### src/rtl/atd_pkg.sv
package atd_pkg;
    typedef enum logic [1:0] {
        S_CLEAR = 2'd0,
        S_MARK  = 2'd1,
        S_COUNT = 2'd2,
        S_FULL  = 2'd3
    } atd_state_t;
endpackage

### src/rtl/atd_sync.sv
module atd_sync #(
    parameter int STAGES = 2
) (
    input  logic clk,
    input  logic rst_n,
    input  logic din,
    output logic dout
);
    logic [STAGES-1:0] chain;

    always_ff @(posedge clk or negedge rst_n) begin
        if (!rst_n) chain <= '1;
        else        chain <= {chain[STAGES-2:0], din};
    end

    assign dout = chain[STAGES-1];
endmodule

### src/rtl/atd_prescale.sv
module atd_prescale #(
    parameter int TICKS_PER_UNIT = 4
) (
    input  logic clk,
    input  logic rst_n,
    input  logic act,
    input  logic tick,
    input  logic clr,
    output logic unit_pulse
);
    localparam int SW = (TICKS_PER_UNIT > 1) ? $clog2(TICKS_PER_UNIT) : 1;
    localparam logic [SW-1:0] LAST = SW'(TICKS_PER_UNIT - 1);

    logic [SW-1:0] sub_q;

    assign unit_pulse = act && tick && (sub_q == LAST);

    always_ff @(posedge clk or negedge rst_n) begin
        if (!rst_n)              sub_q <= '0;
        else if (clr)            sub_q <= '0;
        else if (act && tick) begin
            if (sub_q == LAST)   sub_q <= '0;
            else                 sub_q <= sub_q + 1'b1;
        end
    end
endmodule

### src/rtl/atd_flag.sv
module atd_flag #(
    parameter int W = 8
) (
    input  logic         clk,
    input  logic         rst_n,
    input  logic         lim_we,
    input  logic [W-1:0] lim_wdata,
    input  logic [W-1:0] tval,
    input  logic         act,
    input  logic         flag_clr,
    output logic         flag,
    output logic [W-1:0] lim_q
);
    logic set_cond;

    assign set_cond = (tval > lim_q) || ((lim_q == '0) && act);

    always_ff @(posedge clk or negedge rst_n) begin
        if (!rst_n)      lim_q <= '1;
        else if (lim_we) lim_q <= lim_wdata;
    end

    always_ff @(posedge clk or negedge rst_n) begin
        if (!rst_n)        flag <= 1'b0;
        else if (set_cond) flag <= 1'b1;
        else if (flag_clr) flag <= 1'b0;
    end
endmodule

### src/rtl/assert_duration_timer.sv
module assert_duration_timer #(
    parameter int W              = 8,
    parameter int TICKS_PER_UNIT = 4,
    parameter int SYNC_STAGES    = 2
) (
    input  logic         clk,
    input  logic         rst_n,
    input  logic         unit_tick,
    input  logic         alarm_n,
    input  logic         rd_stb,
    output logic [W-1:0] rd_data,
    input  logic         lim_we,
    input  logic [W-1:0] lim_wdata,
    input  logic         flag_clr,
    output logic         flag
);
    import atd_pkg::*;

    localparam logic [W-1:0] MAXV  = '1;
    localparam logic [W-1:0] TWO_U = W'(2);

    logic         alarm_s;
    logic         act;
    logic         unit_pulse;
    logic [W-1:0] units_q, units_nxt;
    logic [W-1:0] tval;
    logic [W-1:0] lim_q;
    atd_state_t   state_q, state_nxt;

    atd_sync #(.STAGES(SYNC_STAGES)) u_sync (
        .clk (clk),
        .rst_n(rst_n),
        .din (alarm_n),
        .dout(alarm_s)
    );

    assign act = ~alarm_s;

    atd_prescale #(.TICKS_PER_UNIT(TICKS_PER_UNIT)) u_pre (
        .clk       (clk),
        .rst_n     (rst_n),
        .act       (act),
        .tick      (unit_tick),
        .clr       (rd_stb),
        .unit_pulse(unit_pulse)
    );

    always_comb begin
        if (rd_stb)                           units_nxt = '0;
        else if (unit_pulse && units_q != MAXV) units_nxt = units_q + 1'b1;
        else                                  units_nxt = units_q;
    end

    always_ff @(posedge clk or negedge rst_n) begin
        if (!rst_n) units_q <= '0;
        else        units_q <= units_nxt;
    end

    always_comb begin
        state_nxt = state_q;
        if (rd_stb) begin
            state_nxt = act ? S_MARK : S_CLEAR;
        end else begin
            unique case (state_q)
                S_CLEAR: begin
                    if (units_nxt >= TWO_U) state_nxt = S_COUNT;
                    else if (act)           state_nxt = S_MARK;
                end
                S_MARK: begin
                    if (units_nxt >= TWO_U) state_nxt = S_COUNT;
                end
                S_COUNT: begin
                    if (units_nxt == MAXV)  state_nxt = S_FULL;
                end
                S_FULL: state_nxt = S_FULL;
            endcase
        end
    end

    always_ff @(posedge clk or negedge rst_n) begin
        if (!rst_n) state_q <= S_CLEAR;
        else        state_q <= state_nxt;
    end

    always_comb begin
        unique case (state_q)
            S_CLEAR: tval = '0;
            S_MARK:  tval = W'(1);
            S_COUNT: tval = units_q;
            S_FULL:  tval = MAXV;
        endcase
    end

    assign rd_data = tval;

    atd_flag #(.W(W)) u_flag (
        .clk      (clk),
        .rst_n    (rst_n),
        .lim_we   (lim_we),
        .lim_wdata(lim_wdata),
        .tval     (tval),
        .act      (act),
        .flag_clr (flag_clr),
        .flag     (flag),
        .lim_q    (lim_q)
    );
endmodule

### config.mk
export PLATFORM = sky130hd
export DESIGN_NAME = assert_duration_timer
export DESIGN_NICKNAME = d
export VERILOG_FILES = /design/src/rtl/atd_pkg.sv /design/src/rtl/atd_sync.sv /design/src/rtl/atd_prescale.sv /design/src/rtl/atd_flag.sv /design/src/rtl/assert_duration_timer.sv
export SDC_FILE = /design/constraint.sdc
export NUM_CORES = 1
export LEC_CHECK = 0
export CORE_MARGIN = 5
export CORE_UTILIZATION = 50
export CTS_CLUSTER_DIAMETER = 150
export DETAILED_ROUTE_END_ITERATION = 8
export PLACE_DENSITY = 0.73
export SLEW_MARGIN = 40
export SYNTH_ARGS = -nofsm -noshare
export SYNTH_HDL_FRONTEND = slang
export SYNTH_SLANG_ARGS = --single-unit
### constraint.sdc
create_clock -name clk -period 2.1 [get_ports clk]
set_input_delay 0.315 -clock clk [delete_from_list [all_inputs] [get_ports clk]]
set_output_delay 0.315 -clock clk [all_outputs]
set_load 0.02 [all_outputs]
==> run metrics <==
CP Launch Type=flip-flop; RSZ-0062 raised after global routing=no; highest-count cells in the layout ignoring fill and taps=23 x nor2_1, 20 x clkdlybuf4s50_1, 14 x inv_1; fin crit share=94.1%; Worst VDD drop=0.582 mV; dpl cell area=1760 sq um; share of cells above drive strength 1=23.2%; IO Pins=24; peak fanout along the critical path=5; # setup viols final=0; post-synthesis sequential area ratio=40.5%; Iter 0 DRT Violations=65; cell count after synthesis=156; Reg-to-Reg Start=u_pre.sub_q[0]$_DFFE_PN0P_; Final min period=1.98 ns; vias in the first global route=1,306; FILL cells=237; CP arrival=1.66 ns; die height=63.9 um; CTS tree=done; Worst-path clk slew=0.12 ns; Avg Inst Size Synth=9.30 sq um; HP Class=input pin to async pin; async set or reset register ratio after synthesis=100%; critical path's top delay family=buffers and inverters; cts hold-fix bufs=0; WP buf/inv=3; top cells by area, synth=dfrtp_1 22%, dfstp_2 18%, ha_1 8.6%; Num CTS Buffers=3; ANT nets after route=0; Synth Cell Area=1450 sq um; first-pass GRT wire length=5.91 mm; Slowest-stage cell, CP=clkdlybuf4s50_1; Routed wire per std cell=15.6 um; fmax=0.506 GHz; endpoint type of the worst setup path=output pin; Ant. Diodes=0; leakage=0.814 nW; Die W=63.9 um; Detailed Route WL=3.44 mm; CP Cell Sequence=buf_4 > a21oi_1 > inv_1 > clkdlybuf4s50_1; reg2reg setup slack=0.13 ns; FF+latch count, synth=23; worst slew pin tran=0.447 ns; antenna violations before repair=0; reg2reg path depth=7; via count=1,278; max incr delay on CP=0.54 ns; layout net count=216; Starting Density=52.6%; main flop type after synthesis=dfrtp_1; pin count of the biggest net entering global routing=24; CP Class=flip-flop to output pin; Root Buffer=clkbuf_4; Slew Limit Fails=0; gr usage total=17.7%; Vias/cell=5.78; synth unique cells=43; die area=4080 sq um; TritonRoute pass-1 iters=4; core area=2760 sq um; status=complete, no violations; H-tree Lvls=1; CTS max path bufs=2; post-synth top area cell=dfrtp_1; Residual DRC=0; row count=19; Critical R2R Capture=state_q[0]$_DFFE_PN0P_; Area Growth Syn to Fin=23.7%; Fin. Hold Viols=0; power per cell area=454 nW/um^2; routability cong.=0.889; Post-DP HPWL=2.82 mm; Total Power=0.815 mW; Overflow after GRT=0; Yosys warnings=0; clk sinks=23; most common cell after layout, fill and taps aside=nor2_1; post-route cell area=1800 sq um; Slew HR=70.1%; CP required=1.78 ns; Layout Skew=0.00555 ns; port bufs=23; Synth top area share=22.4%; number of synthesized flops with an enable pin=0; Skew-Pair Late Insertion Delay=0.31 ns; max-cap violations=0; Syn Nets=181
-- cell type report --
| cell class | count | area [sq um] | area share (%) |
|---|---|---|---|
| clock buffer | 3 | 22.5 | 1.25 |
| clock inverter | 1 | 5.00 | 0.279 |
| inverter | 15 | 56.3 | 3.14 |
| multi-input combinational | 114 | 773 | 43.1 |
| sequential | 23 | 591 | 32.9 |
| tap | 31 | 38.8 | 2.16 |
| timing repair buffer | 34 | 309 | 17.2 |
-- through the flow --
step / hold WS, ns / instances / TNS (ns) / setup WS (ns) / utilization (%)
6_report: 0.348 / 221 / 0 / 0.123 / 65.1
2_1_floorplan: 0.0194 / 156 / 0 / 0.0689 / -
3_5_place_dp: 0.348 / 216 / -0.0714 / -0.0714 / 63.7
3_3_place_gp: 0.350 / 216 / 0 / 0.0177 / 63.7
5_1_grt: 0.358 / 221 / 0 / 0.00219 / 65.1
4_1_cts: 0.355 / 220 / 0 / 0.0718 / 64.5
-- cell usage after synthesis (2+ instances only) --
master and n:
nor2_1 23, inv_1 14, dfrtp_1 13, nand2_1 12, o21ai_0 11, dfstp_2 10
ha_1 10, a21oi_1 6, mux2i_1 4, nand3_1 4, nor3_1 4, and3_4 3
nand2b_1 3, nand4_1 3, nor4_1 3, a211oi_1 2, a31oi_1 2, and2_2 2
buf_6 2, o21a_1 2
-- how the worst max path moves through the flow --
stage	startpoint	endpoint	slack, ns	depth (start not counted)
2_1_floorplan	state_q[1]$_DFFE_PN0P_	u_flag.flag$_DFFE_PN0P_	0.07	9
3_3_place_gp	unit_tick	state_q[0]$_DFFE_PN0P_	0.02	7
3_5_place_dp	unit_tick	state_q[0]$_DFFE_PN0P_	-0.07	7
4_1_cts	state_q[0]$_DFFE_PN0P_	rd_data[3]	0.07	3
5_1_grt	units_q[1]$_DFF_PN0_	state_q[0]$_DFFE_PN0P_	0.002	7
6_report	units_q[0]$_DFF_PN0_	rd_data[0]	0.12	4
-- per-layer routing --
metal,vias up,track usage [%],routed length (um)
met5,-,0,0
met4,0,6.49,45
met3,6,3.85,278
met2,53,29.0,1740
met1,600,22.7,1380
li1,619,-,-
-- kinds of logic after synthesis --
| family | count (synthesis) | synth area share (%) |
|---|---|---|
| buf+inv | 19 | 6.64 |
| xor+xnor | 1 | 0.604 |
| simple gates | 64 | 24.7 |
| flops | 23 | 40.5 |
| compound gates | 34 | 15.4 |
| fa+ha+maj | 10 | 8.62 |
| mux | 5 | 3.53 |
-- power breakdown --
part           total [mW]  switching, mW  leakage [nW]  internal [mW]
clock network       0.203          0.132        0.0177         0.0710
registers           0.490         0.0142         0.280          0.476
logic               0.122         0.0608         0.517         0.0607
total               0.815          0.207         0.814          0.608
-- what timing repair did --
item                       4_1_cts  5_1_grt
buffers inserted                 0        1
pin swaps                        0        0
gates cloned                     0        0
resized for setup                3        4
setup endpoints to repair        3        7
-- flip-flops by register name (all words and copies together) (netlist names) --
| register | count |
|---|---|
| state_q | 2 |
| u_flag.flag | 1 |
| u_flag.lim_q | 8 |
| u_pre.sub_q | 2 |
| u_sync.chain | 2 |
| units_q | 8 |
Power figures use the tool's default switching activity.
